### src/rtl/lpm_pkg.sv
package lpm_pkg;

  typedef enum logic [2:0] {
    MODE_NORMAL = 3'd0,
    MODE_SLOW   = 3'd1,
    MODE_SLEEP0 = 3'd2,
    MODE_SLEEP1 = 3'd3,
    MODE_IDLE0  = 3'd4,
    MODE_IDLE1  = 3'd5
  } lpm_mode_e;

  function automatic logic mode_is_run(lpm_mode_e m);
    return (m == MODE_NORMAL) || (m == MODE_SLOW);
  endfunction

endpackage

### src/rtl/lpm_rst_sync.sv
module lpm_rst_sync #(
  parameter int STAGES = 2
) (
  input  logic clk,
  input  logic rst_n,
  output logic rst_sync_n
);

  logic [STAGES-1:0] sync_q;

  always_ff @(posedge clk or negedge rst_n) begin
    if (!rst_n) sync_q <= '0;
    else        sync_q <= {sync_q[STAGES-2:0], 1'b1};
  end

  assign rst_sync_n = sync_q[STAGES-1];

endmodule

### src/rtl/lpm_mode_fsm.sv
module lpm_mode_fsm
  import lpm_pkg::*;
#(
  parameter int SETTLE_CYC = 8
) (
  input  logic      clk,
  input  logic      rst_n,
  input  logic      halt_req,
  input  logic      wake,
  input  logic      idle_en,
  input  logic      sysclk_keep,
  input  logic      clk_sel_hi,
  input  logic      lvd_en,
  input  logic      wdt_en,
  input  logic      fs_src_sub,
  output lpm_mode_e mode_q,
  output logic      settling
);

  localparam int SET_W = $clog2(SETTLE_CYC + 1);
  localparam logic [SET_W-1:0] SETTLE_LOAD = SET_W'(SETTLE_CYC);

  lpm_mode_e        mode_d;
  logic [SET_W-1:0] settle_q, settle_d;
  lpm_mode_e        run_target;
  logic             sub_needed;

  assign run_target = clk_sel_hi ? MODE_NORMAL : MODE_SLOW;
  assign sub_needed = lvd_en || (wdt_en && fs_src_sub);
  assign settling   = (settle_q != '0);

  always_comb begin
    mode_d   = mode_q;
    settle_d = settling ? (settle_q - SET_W'(1)) : '0;
    if (mode_is_run(mode_q)) begin
      if (halt_req && !settling) begin
        if (idle_en) mode_d = sysclk_keep ? MODE_IDLE1 : MODE_IDLE0;
        else         mode_d = sub_needed  ? MODE_SLEEP1 : MODE_SLEEP0;
      end else begin
        mode_d = run_target;
      end
    end else if (wake) begin
      mode_d   = run_target;
      settle_d = (mode_q == MODE_IDLE1) ? '0 : SETTLE_LOAD;
    end
  end

  always_ff @(posedge clk or negedge rst_n) begin
    if (!rst_n) begin
      mode_q   <= MODE_NORMAL;
      settle_q <= '0;
    end else begin
      mode_q   <= mode_d;
      settle_q <= settle_d;
    end
  end

  assert_halt_ignored_R7: assert property (@(posedge clk) disable iff (!rst_n)
    (!mode_is_run(mode_q) && !wake) |=> $stable(mode_q));

  assert_settle_halt_ignored_R7: assert property (@(posedge clk) disable iff (!rst_n)
    (mode_is_run(mode_q) && settling) |=> mode_is_run(mode_q));

  assert_sleep_pick_R3: assert property (@(posedge clk) disable iff (!rst_n)
    (mode_is_run(mode_q) && !settling && halt_req && !idle_en)
      |=> (mode_q == (($past(lvd_en) || ($past(wdt_en) && $past(fs_src_sub)))
                      ? MODE_SLEEP1 : MODE_SLEEP0)));

  assert_idle_pick_R4: assert property (@(posedge clk) disable iff (!rst_n)
    (mode_is_run(mode_q) && !settling && halt_req && idle_en)
      |=> (mode_q == ($past(sysclk_keep) ? MODE_IDLE1 : MODE_IDLE0)));

  assert_wake_return_R8: assert property (@(posedge clk) disable iff (!rst_n)
    (!mode_is_run(mode_q) && wake) |=> (mode_is_run(mode_q) && !$stable(mode_q)));

  assert_settle_load_R9: assert property (@(posedge clk) disable iff (!rst_n)
    (!mode_is_run(mode_q) && wake && mode_q != MODE_IDLE1) |=> (settle_q == SETTLE_LOAD));

  assert_settle_bound_R9: assert property (@(posedge clk) disable iff (!rst_n)
    settle_q <= SETTLE_LOAD);

endmodule

### src/rtl/lpm_enable_map.sv
module lpm_enable_map
  import lpm_pkg::*;
(
  input  logic      clk,
  input  logic      rst_n,
  input  lpm_mode_e mode_q,
  input  logic      settling,
  input  logic      fs_src_sub,
  output logic      cpu_clk_en,
  output logic      sysosc_en,
  output logic      fsub_en,
  output logic      fs_en,
  output logic      div_run,
  output logic      slow_run
);

  logic running;

  assign running = mode_is_run(mode_q);

  always_comb begin
    cpu_clk_en = running && !settling;
    sysosc_en  = running || (mode_q == MODE_IDLE1);
    fsub_en    = (mode_q != MODE_SLEEP0);
    fs_en      = fs_src_sub ? fsub_en : sysosc_en;
    div_run    = (mode_q == MODE_NORMAL) && !settling;
    slow_run   = (mode_q == MODE_SLOW) && !settling;
  end

  assert_cpu_gated_R5: assert property (@(posedge clk) disable iff (!rst_n)
    cpu_clk_en |-> (div_run || slow_run));

  assert_sleep0_quiet_R5: assert property (@(posedge clk) disable iff (!rst_n)
    (mode_q == MODE_SLEEP0) |-> (!fsub_en && !fs_en && !sysosc_en));

  assert_idle0_fs_R6: assert property (@(posedge clk) disable iff (!rst_n)
    (mode_q == MODE_IDLE0) |-> (fs_en == fs_src_sub));

endmodule

### src/rtl/lpm_clk_divider.sv
module lpm_clk_divider #(
  parameter int DIV_SEL_W = 3,
  parameter int MAX_SHIFT = 6
) (
  input  logic                 clk,
  input  logic                 rst_n,
  input  logic                 run,
  input  logic                 bypass,
  input  logic [DIV_SEL_W-1:0] div_sel,
  output logic                 tick
);

  localparam int CNT_W = (MAX_SHIFT > 0) ? MAX_SHIFT : 1;
  localparam int SEL_MAX = (1 << DIV_SEL_W) - 1;

  logic [CNT_W-1:0] cnt_q, cnt_d;
  logic [CNT_W-1:0] term_q, term_d;
  logic [CNT_W-1:0] term_req;
  int               shift_eff;

  generate
    if (SEL_MAX > MAX_SHIFT) begin : g_clamp
      assign shift_eff = (int'(div_sel) > MAX_SHIFT) ? MAX_SHIFT : int'(div_sel);
    end else begin : g_direct
      assign shift_eff = int'(div_sel);
    end
  endgenerate

  always_comb begin
    for (int i = 0; i < CNT_W; i++) term_req[i] = (i < shift_eff);
  end

  always_comb begin
    cnt_d  = cnt_q;
    term_d = term_q;
    if (!run || (cnt_q == term_q)) begin
      cnt_d  = '0;
      term_d = term_req;
    end else begin
      cnt_d = cnt_q + CNT_W'(1);
    end
  end

  always_ff @(posedge clk or negedge rst_n) begin
    if (!rst_n) begin
      cnt_q  <= '0;
      term_q <= '0;
    end else begin
      cnt_q  <= cnt_d;
      term_q <= term_d;
    end
  end

  assign tick = (run && (cnt_q == term_q)) || bypass;

  assert_tick_gated_R12: assert property (@(posedge clk) disable iff (!rst_n)
    tick |-> (run || bypass));

  assert_cnt_bound_R10: assert property (@(posedge clk) disable iff (!rst_n)
    run |-> (cnt_q <= term_q));

  assert_ratio_held_R11: assert property (@(posedge clk) disable iff (!rst_n)
    (run && cnt_q != term_q) |=> $stable(term_q));

endmodule

### src/rtl/lpm_clkgate_ctrl.sv
module lpm_clkgate_ctrl
  import lpm_pkg::*;
#(
  parameter int SETTLE_CYC = 8,
  parameter int DIV_SEL_W  = 3,
  parameter int MAX_SHIFT  = 6
) (
  input  logic                 clk,
  input  logic                 rst_n,
  input  logic                 halt_req,
  input  logic                 wake,
  input  logic                 idle_en,
  input  logic                 sysclk_keep,
  input  logic                 clk_sel_hi,
  input  logic [DIV_SEL_W-1:0] div_sel,
  input  logic                 lvd_en,
  input  logic                 wdt_en,
  input  logic                 fs_src_sub,
  output logic [2:0]           mode,
  output logic                 cpu_clk_en,
  output logic                 sysosc_en,
  output logic                 sysclk_div_en,
  output logic                 fsub_en,
  output logic                 fs_en
);

  logic      rst_int_n;
  lpm_mode_e mode_q;
  logic      settling;
  logic      div_run;
  logic      slow_run;

  lpm_rst_sync #(.STAGES(2)) u_rst_sync (
    .clk        (clk),
    .rst_n      (rst_n),
    .rst_sync_n (rst_int_n)
  );

  lpm_mode_fsm #(.SETTLE_CYC(SETTLE_CYC)) u_fsm (
    .clk         (clk),
    .rst_n       (rst_int_n),
    .halt_req    (halt_req),
    .wake        (wake),
    .idle_en     (idle_en),
    .sysclk_keep (sysclk_keep),
    .clk_sel_hi  (clk_sel_hi),
    .lvd_en      (lvd_en),
    .wdt_en      (wdt_en),
    .fs_src_sub  (fs_src_sub),
    .mode_q      (mode_q),
    .settling    (settling)
  );

  lpm_enable_map u_map (
    .clk        (clk),
    .rst_n      (rst_int_n),
    .mode_q     (mode_q),
    .settling   (settling),
    .fs_src_sub (fs_src_sub),
    .cpu_clk_en (cpu_clk_en),
    .sysosc_en  (sysosc_en),
    .fsub_en    (fsub_en),
    .fs_en      (fs_en),
    .div_run    (div_run),
    .slow_run   (slow_run)
  );

  lpm_clk_divider #(.DIV_SEL_W(DIV_SEL_W), .MAX_SHIFT(MAX_SHIFT)) u_div (
    .clk     (clk),
    .rst_n   (rst_int_n),
    .run     (div_run),
    .bypass  (slow_run),
    .div_sel (div_sel),
    .tick    (sysclk_div_en)
  );

  assign mode = mode_q;

  assert_wake_no_effect_R13: assert property (@(posedge clk) disable iff (!rst_int_n)
    (cpu_clk_en && !halt_req && $stable(clk_sel_hi)) |=> cpu_clk_en);

endmodule

### config.mk
export PLATFORM = sky130hd
export DESIGN_NAME = lpm_clkgate_ctrl
export DESIGN_NICKNAME = d
export VERILOG_FILES = /design/src/rtl/lpm_pkg.sv /design/src/rtl/lpm_rst_sync.sv /design/src/rtl/lpm_mode_fsm.sv /design/src/rtl/lpm_enable_map.sv /design/src/rtl/lpm_clk_divider.sv /design/src/rtl/lpm_clkgate_ctrl.sv
export SDC_FILE = /design/constraint.sdc
export NUM_CORES = 1
export LEC_CHECK = 0
export ABC_AREA = 1
export BUFFER_PORTS_ARGS = -buffer_cell sky130_fd_sc_hd__buf_2
export CORE_UTILIZATION = 58
export CTS_CLUSTER_SIZE = 20
export DETAILED_ROUTE_END_ITERATION = 7
export GPL_ROUTABILITY_DRIVEN = 0
export PLACE_DENSITY = 0.83
export SYNTH_ARGS = -nofsm -noshare
export SYNTH_HDL_FRONTEND = slang
export SYNTH_SLANG_ARGS = --single-unit
### constraint.sdc
create_clock -name clk -period 3.7 [get_ports clk]
set_input_delay 0.925 -clock clk [delete_from_list [all_inputs] [get_ports clk]]
set_output_delay 0.925 -clock clk [all_outputs]
set_load 0.1 [all_outputs]
; ---- After elaboration in Yosys (flattened, before gate mapping)
; Index checks and enable logic that the tools add are counted.
[classes]
magnitude_cmp = 7
reduce_logical = 16
n_addsub = 2
n_mux = 14
n_eq_ne = 4
[ops]
columns = operator, n
row1 = 3-bit by 32-bit less-than comparator with 1-bit output (first input constant), 2
row2 = 4-bit by 32-bit less-than comparator with 1-bit output (first input constant), 2
row3 = 1-bit by 32-bit less-than comparator with 1-bit output (first input constant), 1
row4 = 2-bit by 32-bit less-than comparator with 1-bit output (first input constant), 1
row5 = 4-bit 2-to-1 mux, 4
row6 = 3-bit 2-to-1 mux, 5
row7 = 6-bit by 1-bit adder with 6-bit output (second input constant), 1
row8 = 6-bit == test, 1
row9 = 1-bit logical AND, 6
row10 = 6-bit 2-to-1 mux, 1
row11 = 1-bit logical OR, 5
row12 = 1-bit 2-to-1 mux, 4
row13 = 4-bit nonzero test, 1
row14 = 4-bit by 1-bit subtractor with 4-bit output (second input constant), 1
row15 = 3-bit by 1-bit == test with 1-bit output (second input constant), 1
row16 = 3-bit == test (second input constant), 1
row17 = 3-bit > comparator (second input constant), 1
row18 = 3-bit logical NOT, 1
row19 = 3-bit by 2-bit inequality test with 1-bit output (second input constant), 1
row20 = 1-bit logical NOT, 2
row21 = 2-bit nonzero test, 1
[totals]
in_bits = 13
reg_bits = 21
elab_cells = 48

; ---- Depth between registers and ports, before layout
; Gate-level depths: netlist of run 1.
[depth]
ltp_word = 6
depth_mapped = 9
ltp_nobuf = 8

; ---- Modules after synthesis
; From an unflattened synthesis of run 1, not the netlist that was laid out.
[unflattened]
cells_unflattened = 157
area_unflattened_um2 = 1204.9
[by_module_without_submodules]
columns = mod, seq_area_each_um2, area_per_inst_um2, n_inst, cells_per_inst
row1 = lpm_clk_divider, 300.3, 715.7, 1, 93
row2 = lpm_mode_fsm, 175.2, 374.1, 1, 45
row3 = lpm_enable_map, 0.0, 61.3, 1, 16
row4 = lpm_rst_sync, 50.0, 53.8, 1, 3

; ---- Worst setup path before layout of run 1
; Ideal clock, no wire load.
[synth_path]
path_type = reg2out
startpoint = register u_fsm.mode_q[1]
endpoint = output sysclk_div_en
arrival_time_ns = 4.720
path_stages_with_launch = 5
path_slack_ns = -1.945
cell_sequence = dfrtp_1 inv_1 nand2_1 nor2_1 a21boi_0
[synth_via]
elab_chain_len = 4
elab_cells_between_ends = 6
[synth_lines]
columns = element, line
row1 = from (decl), lpm_mode_fsm.sv:16  ; output lpm_mode_e mode_q,
row2 = from (signal assigned), lpm_mode_fsm.sv:53  ; mode_q <= mode_d;
row3 = 3-bit logical NOT, lpm_enable_map.sv:26  ; div_run = (mode_q == MODE_NORMAL) && !settling;
row4 = 1-bit logical AND, lpm_enable_map.sv:26
row5 = 1-bit logical AND, lpm_clk_divider.sv:54  ; assign tick = (run && (cnt_q == term_q)) || bypass;
row6 = 1-bit logical OR (*), lpm_clk_divider.sv:54
row7 = to (decl), lpm_clkgate_ctrl.sv:22  ; output logic sysclk_div_en,
; Mark *: on every way between the ends. The rest lies on a longest branch, timed or not.

; ---- Worst setup path after layout of run 1
[layout_path]
startpoint = register u_div.cnt_q[0]
endpoint = output sysclk_div_en
[layout_via]
elab_chain_len = 3
[layout_lines]
columns = element, line
row1 = from (decl), lpm_clk_divider.sv:16  ; logic [CNT_W-1:0] cnt_q, cnt_d;
row2 = from (signal assigned), lpm_clk_divider.sv:49  ; cnt_q <= cnt_d;
row3 = 6-bit == test, lpm_clk_divider.sv:54
row4 = 1-bit logical AND, lpm_clk_divider.sv:54
row5 = 1-bit logical OR, lpm_clk_divider.sv:54
; No other way between the ends.

==> flow_summary.yaml, run 1 <==
run_status:
  status: "complete, no violations"
yosys:
  ys_seq_area_share_pct: 45.5
  synth_cell_types: 25
  synth_edf_count: 0
  syn_inst: 142
  ys_async_sr_fraction_pct: 100
  yosysWarnings: 0
  syn_nets: 156
  ys_seq_elements: 21
  synthesis.area_mm2: 0.00116
  yosysTopAreaCell: "dfrtp_1"
  yosys.area.top_type_share_pct: 45.5
  avgSynthCellArea_um2: 8.14
  ys_top_cells_by_area: "dfrtp_1, nand2_1, inv_1"
  yosys_most_used_dff: "dfrtp_1"
placed_design:
  placed_cells: 186
  dp_hpwl_um: 1750
  port_buffers: 20
floorplanning:
  die_y_um: 46.6
  num_rows: 15
  core_area_mm2: 0.00180
  ios: 21
  die_area_mm2: 0.00218
  initial_core_util_pct: 64.2
  die_x_um: 46.6
final_layout:
  final_common_cell: "nand2_1"
  nFillCells: 148
  area_delta_synth_final_pct: 13.4
  layout_common_cells: "nand2_1, inv_1, dfrtp_1"
  stdcell_count: 190
  nets: 180
  n_antenna_cell: 0
  drive_above_1_share_pct: 29.7
global_routing:
  grt_usage_pct: 23.6
  grt_overflow: 0
  grt_pass1_vias: 894
  grt_max_degree: 20
  grt_pass1_wl_um: 3620
  antenna_found_initial: 0
worst_setup_path:
  path_class: "reg2out"
  max_stage_delay_ps: 460
  arrival_ps: 1860
  cp_max_fo: 8
  worstSetupEndpointType: "primary output"
  required_ps: 2770
  cp_top_family: "buffers and inverters"
  timing.critical_path.buf_inv: 2
  critPathSlowestCell: "dfrtp_1"
  cp-start-kind: "flip-flop"
  path_common_cell: "nor2_1"
  path_cells: "nand2_1, inv_1, nor2_1, nor2_1, nand3_4, a21boi_2, buf_2"
sta:
  tightest_slew_ps: 751
  final_max_slew_viol_count: 0
  finalCriticalPeriod_ps: 2790
  rsz0062_at_grt: "no"
  hold_violations: 0
  finalSetupViolCount: 0
  period_share_pct: 75.3
  fmax_ghz: 0.359
  slew_headroom_pct: 50.0
  final.setup_skew_ps: 1.23
  holdWs_ps: 318
route:
  dr.pass1.iters: 4
  wire_per_inst_um: 11.8
  drtAntennaViolNets: 0
  drc_errors: 0
  drt-total-wl_um: 2240
  viasPerCell: 5.01
  drt_iter0_drc: 27
  num_vias: 952
power_and_ir_drop:
  p_total_w: 0.00111
  p_leak_nw: 0.664
  vdd.ir_drop.worst_mv: 0.897
  power.density_mw_per_mm2: 844
clock_tree:
  postCtsHoldBufs: 0
  cts_max_level: 1
  ctsResizeCount: 0
  cts_tree: "done"
  clk_path_buf_depth: 2
  clk_latency_ps: 300
  cts_buffers: 3
  cts.reportedPaths.clkPinSlew_ps: 110
  cts_setup_buffers: 0
  root_buffer: "clkbuf_4"
  clock_sinks: 21
run:
  maxCapViolations: 0
worst_hold_path:
  hp-class: "reg2async"
==> metal layers <==
metal / up-vias / global-route usage, % / share of wire, % / routed length (µm)
li1: 483 / - / - / -
met4: 0 / 11.4 / 2.2 / 49
met1: 447 / 29.1 / 45 / 998
met3: 7 / 2.75 / 2.4 / 54
met2: 15 / 40.3 / 51 / 1140
met5: - / 0 / 0 / 0
==> logic make-up after synthesis <==
kind of cell               synth area share (%)
DFF                                        45.5
other                                     0.324
xor gates and xnor gates                   3.03
and+or+nand+nor                            35.0
adders and majority gates                  1.08
AOI/OAI and AO/OA                          5.95
buffers and inverters                      9.20
==> worst paths after layout <==
check                                startpoint                   end  slack (ps)  cells after the start
min in group clk           u_rst_sync.sync_q[0]  u_rst_sync.sync_q[1]         380                      0
max                              u_div.cnt_q[0]         sysclk_div_en         910                      7
min reg2reg                u_rst_sync.sync_q[1]       u_fsm.mode_q[1]         320                      0
max reg2reg                     u_fsm.mode_q[1]       u_div.term_q[4]        2170                      6
max in group asynchronous  u_rst_sync.sync_q[1]     u_fsm.settle_q[2]        2920                      0
min                        u_rst_sync.sync_q[1]       u_fsm.mode_q[1]         320                      0
==> per-stage QoR <==
stage / setup TNS [ps] / util (%) / instance area [µm²] / setup slack, ps
finish: 0 / 72.8 / 1310 / 914
global route: 0 / 72.8 / 1310 / 821
CTS: 0 / 72.8 / 1310 / 921
detailed placement: 0 / 71.3 / 1280 / 1170
global placement: 0 / 71.3 / 1280 / 1190
floorplan: -198 / - / 1170 / -198
==> synth_stat cells, types with 2 or more instances <==
cell type and instances:
inv_1 21, nor2_2 6, nor2_1 14, inv_2 2, a21oi_1 3, nand2_1 32
dfrtp_1 21, xor2_1 3, o22ai_1 3, nand3_1 11, nor2_4 2, o21ai_0 4
nand2_2 8
==> state kept, by name, summed over array words and instances, names as in the netlist <==
name / count
u_fsm.settle_q: 4
u_rst_sync.sync_q: 2
u_fsm.mode_q: 3
u_div.term_q: 6
u_div.cnt_q: 6
==> final cells by class <==
type	instances	area, µm²	share of cell area, %
flip-flops and latches	21	526	40.1
clock buffers	4	26.3	2.00
multi-input cells	97	542	41.3
repair buffers	20	100	7.63
inverters	23	86.3	6.58
well taps	25	31.3	2.39
==> power breakdown <==
group | switching (W) | leakage (nW) | internal, W
combinational | 0.000490 | 0.383 | 0.000139
clock | 0.0000686 | 0.0150 | 0.0000421
sequential | 0.0000750 | 0.266 | 0.000293
No activity file was read; power rests on OpenSTA's default activity.
==> inputs of run 2 (changes only) <==
- ABC_AREA: 1 -> 0
- CORE_UTILIZATION: 58 -> 47
- PLACE_DENSITY: 0.83 -> 0.73
- clock period: 3.7 -> 2.35 ns (I/O delays scaled with it)
==> flow_summary.yaml, run 2 <==
placed_design:
  port_buffers: 20
  place_ws_ps: 323
  placed_cells: 147
  dp_hpwl_um: 1410
final_layout:
  layout_common_cells: "buf_2, dfrtp_1, nor2_1"
  n_antenna_cell: 0
  stdcell_count: 151
  fin_util_pct: 61.3
  area_delta_synth_final_pct: 20.5
  reg_top3: "u_div.cnt_q x6, u_div.term_q x6, u_fsm.settle_q x4"
  nets: 139
  drive_above_1_share_pct: 29.0
worst_setup_path:
  cp-start-kind: "flip-flop"
  rr_worst_depth: 4
  r2r_start: "u_div.cnt_q[3]"
  required_ps: 1760
  cp_max_fo: 6
  arrival_ps: 1590
  ff2ff_setup_slack_ps: 640
  r2r_end: "u_div.term_q[0]"
  worstSetupEndpointType: "primary output"
  path_class: "reg2out"
yosys:
  synthesis.area_mm2: 0.00102
  ys_async_sr_fraction_pct: 100
  yosysTopAreaCell: "dfrtp_1"
  synth_edf_count: 0
  syn_nets: 114
  syn_inst: 100
  synthTopCellsByCount: "dfrtp_1, nor2_1, inv_1"
  ys_top_cells_by_area: "dfrtp_1, xnor2_1, nor2_1"
  yosysMostFrequentCell: "dfrtp_1"
  yosys.area.top_type_share_pct: 51.6
  yosys_most_used_dff: "dfrtp_1"
  avgSynthCellArea_um2: 10.2
  yosysWarnings: 0
  ys_seq_area_share_pct: 51.6
  synth_cell_types: 28
  ys_seq_elements: 21
clock_tree:
  postCtsHoldBufs: 0
  cts_max_level: 1
  clk_path_buf_depth: 2
  cts_buffers: 3
  clock_sinks: 21
  clk_latency_ps: 300
  cts_tree: "done"
  root_buffer: "clkbuf_4"
  cts.reportedPaths.clkPinSlew_ps: 110
floorplanning:
  ios: 21
  num_rows: 16
  die_area_mm2: 0.00236
  initial_core_util_pct: 50.9
  die_x_um: 48.6
  core_area_mm2: 0.00200
  die_y_um: 48.6
sta:
  hold_violations: 0
  final_max_slew_viol_count: 0
  slew_headroom_pct: 51.2
  period_share_pct: 92.8
  tightest_slew_ps: 733
  finalSetupViolCount: 0
  fmax_ghz: 0.459
  rsz0062_at_grt: "no"
  final.setup_skew_ps: 3.67
  finalCriticalPeriod_ps: 2180
  worst_slack_ps: 170
  tns_ps: 0
run_status:
  status: "complete, no violations"
route:
  viasPerCell: 5.11
  drt_iter0_drc: 15
  num_vias: 771
  wire_per_inst_um: 12.2
  drt-total-wl_um: 1840
  drtAntennaViolNets: 0
  drc_errors: 0
  dr.pass1.iters: 4
global_routing:
  grt_usage_pct: 19.3
  antenna_found_initial: 0
  grt_overflow: 0
  grt_pass1_wl_um: 3420
  grt_max_degree: 20
  grt_pass1_vias: 776
worst_hold_path:
  hp-class: "in2async"
run:
  maxCapViolations: 0
[run 2: how the worst max path moves through the flow]
stage | start | to | cells after the start
after floorplan | u_fsm.mode_q[1] | sysclk_div_en | 3
after global placement | fs_src_sub | fs_en | 4
after detailed placement | fs_src_sub | fs_en | 4
after CTS | u_fsm.settle_q[1] | cpu_clk_en | 3
after global routing | u_div.cnt_q[3] | sysclk_div_en | 5
final | u_fsm.settle_q[1] | cpu_clk_en | 3
[run 2: worst max-delay path, cell delays in order (launching register included)]
cell and delay (ps):
dfrtp_1 460, nor4_4 320, and2_4 190, clkbuf_4 320
[run 2: cell families (layout without fill, tap and decap cells)]
family,count (synthesis),count (layout),synth area share [%]
other cells,1,1,0.368
xor+xnor,10,10,8.60
fa+ha+maj,1,1,1.23
buf+inv,11,35,4.79
flops,21,21,51.6
compound gates,18,18,10.6
simple gates,32,32,16.7
mux,6,6,6.14
[run 2: final cells by class]
cell class / instances / area (µm²)
clock inverters: 1 / 5.00
repair buffers: 21 / 125
clock buffers: 3 / 22.5
well taps: 27 / 33.8
inverters: 10 / 37.5
multi-input cells: 68 / 474
flip-flops and latches: 21 / 529
fillers: 176 / 774
[run 2: routing by layer]
| metal | wire (µm) | GRT usage (%) | vias up |
|---|---|---|---|
| met5 | 0 | 0 | - |
| met3 | 71 | 6.92 | 2 |
| met1 | 860 | 25.4 | 373 |
| li1 | - | - | 386 |
| met4 | 15 | 6.86 | 0 |
| met2 | 888 | 29.6 | 10 |
[run 2: timing repair]
item                       CTS  global route
buffers inserted             0             0
setup endpoints to repair    0             2
gates resized for setup      0             2
[run 2: stage by stage]
stage / instance area (µm²) / hold slack (ps)
floorplan: 1050 / 240
global placement: 1200 / 322
detailed placement: 1200 / 329
CTS: 1220 / 31.4
global route: 1230 / 12.7
finish: 1230 / 47.1
Power of run 2 is left out: the tool's default activity adds up to more than one toggle a clock period on the data nets, which glitch-free logic cannot reach.
==> inputs of run 3 (changes only) <==
- CORE_MARGIN: not set -> 5
==> flow_summary.yaml, run 3 (synthesized netlist as in run 2, its figures left out) <==
global_routing:
  met2_usage_pct: 19.5
  grt_overflow: 0
  met1_usage_pct: 16.3
  met3_usage_pct: 3.21
  grt_pass1_wl_um: 3170
  grt_usage_pct: 12.5
  grt_pass1_vias: 749
  grt_max_degree: 20
  antenna_found_initial: 0
  grt-busiest-layer: "met2"
sta:
  rsz0062_at_grt: "no"
  finalSetupViolCount: 0
  holdWs_ps: 55.1
  hold_violations: 0
  tns_ps: 0
  final.setup_skew_ps: 3.35
  tightest_slew_ps: 741
  final_max_slew_viol_count: 0
  worst_slack_ps: 174
  period_share_pct: 92.6
  slew_headroom_pct: 50.6
  fmax_ghz: 0.460
  finalCriticalPeriod_ps: 2180
clock_tree:
  cts_buffers: 3
  clk_path_buf_depth: 2
  clock_sinks: 21
  cts_max_level: 1
  cts_tree: "done"
  cts.reportedPaths.clkPinSlew_ps: 110
  ctsResizeCount: 0
  clk_latency_ps: 290
  postCtsHoldBufs: 0
  root_buffer: "clkbuf_4"
  cts_setup_buffers: 0
worst_setup_path:
  worstSetupEndpointType: "primary output"
  required_ps: 1760
  cp_max_fo: 6
  ff2ff_setup_slack_ps: 530
  path_class: "reg2out"
  cp-start-kind: "flip-flop"
  rr_worst_depth: 4
  arrival_ps: 1590
floorplanning:
  core_area_mm2: 0.00202
  num_rows: 16
  die_y_um: 56.6
  die_area_mm2: 0.00320
  die_x_um: 56.6
  initial_core_util_pct: 50.4
  ios: 21
final_layout:
  area_delta_synth_final_pct: 19.8
  reg_top3: "u_div.cnt_q x6, u_div.term_q x6, u_fsm.settle_q x4"
  drive_above_1_share_pct: 28.5
  nets: 138
  n_antenna_cell: 0
  layout_common_cells: "buf_2, dfrtp_1, nor2_1"
  fin_util_pct: 60.3
route:
  drc_errors: 0
  viasPerCell: 5.04
  drt-total-wl_um: 1770
  dr.pass1.iters: 4
  wire_per_inst_um: 11.8
  drtAntennaViolNets: 0
  num_vias: 756
  drt_iter0_drc: 15
placed_design:
  port_buffers: 20
  place_ws_ps: 316
  dp_hpwl_um: 1400
run:
  maxCapViolations: 0
run_status:
  status: "complete, no violations"
worst_hold_path:
  hp-class: "in2async"
-- run 3: cell count changes in the layout (fill, tap and decap cells not counted) --
| cell | change |
|---|---|
| buf_4 | -1 |
-- run 3: per-stage QoR --
| step | area (µm²) | std cells |
|---|---|---|
| 2_1_floorplan | 1050 | 100 |
| 3_3_place_gp | 1190 | 146 |
| 3_5_place_dp | 1190 | 146 |
| 4_1_cts | 1220 | 150 |
| 5_1_grt | 1220 | 150 |
| 6_report | 1220 | 150 |
-- run 3: worst max-delay path, stage by stage (launching register included) --
cell	delay, ps
dfrtp_1	460
nor4_4	310
and2_4	200
clkbuf_4	320
-- run 3: layout make-up --
type	count	area, µm²
multi-input combinational	68	474
timing repair buffer	20	118
inverter	10	37.5
tap	27	33.8
sequential	21	529
fill	170	802
clock buffer	3	22.5
clock inverter	1	5.00
-- run 3: path summary, 6_finish.rpt --
path                                           start                    to
worst min-delay path                           rst_n  u_rst_sync.sync_q[0]
worst max register to register        u_div.cnt_q[3]       u_div.term_q[0]
min in group clk                u_rst_sync.sync_q[0]  u_rst_sync.sync_q[1]
max in group asynchronous       u_rst_sync.sync_q[1]       u_fsm.mode_q[2]
worst min register to register  u_rst_sync.sync_q[1]       u_div.term_q[4]
worst max-delay path               u_fsm.settle_q[1]            cpu_clk_en
-- run 3: metal layers --
| layer | vias up | share of wire, % | wire, µm |
|---|---|---|---|
| met1 | 351 | 47 | 831 |
| met5 | - | 0 | 0 |
| met4 | 0 | 1.0 | 18 |
| li1 | 384 | - | - |
| met2 | 19 | 46 | 804 |
| met3 | 2 | 6.2 | 110 |
Power of run 3 is left out for the same reason.
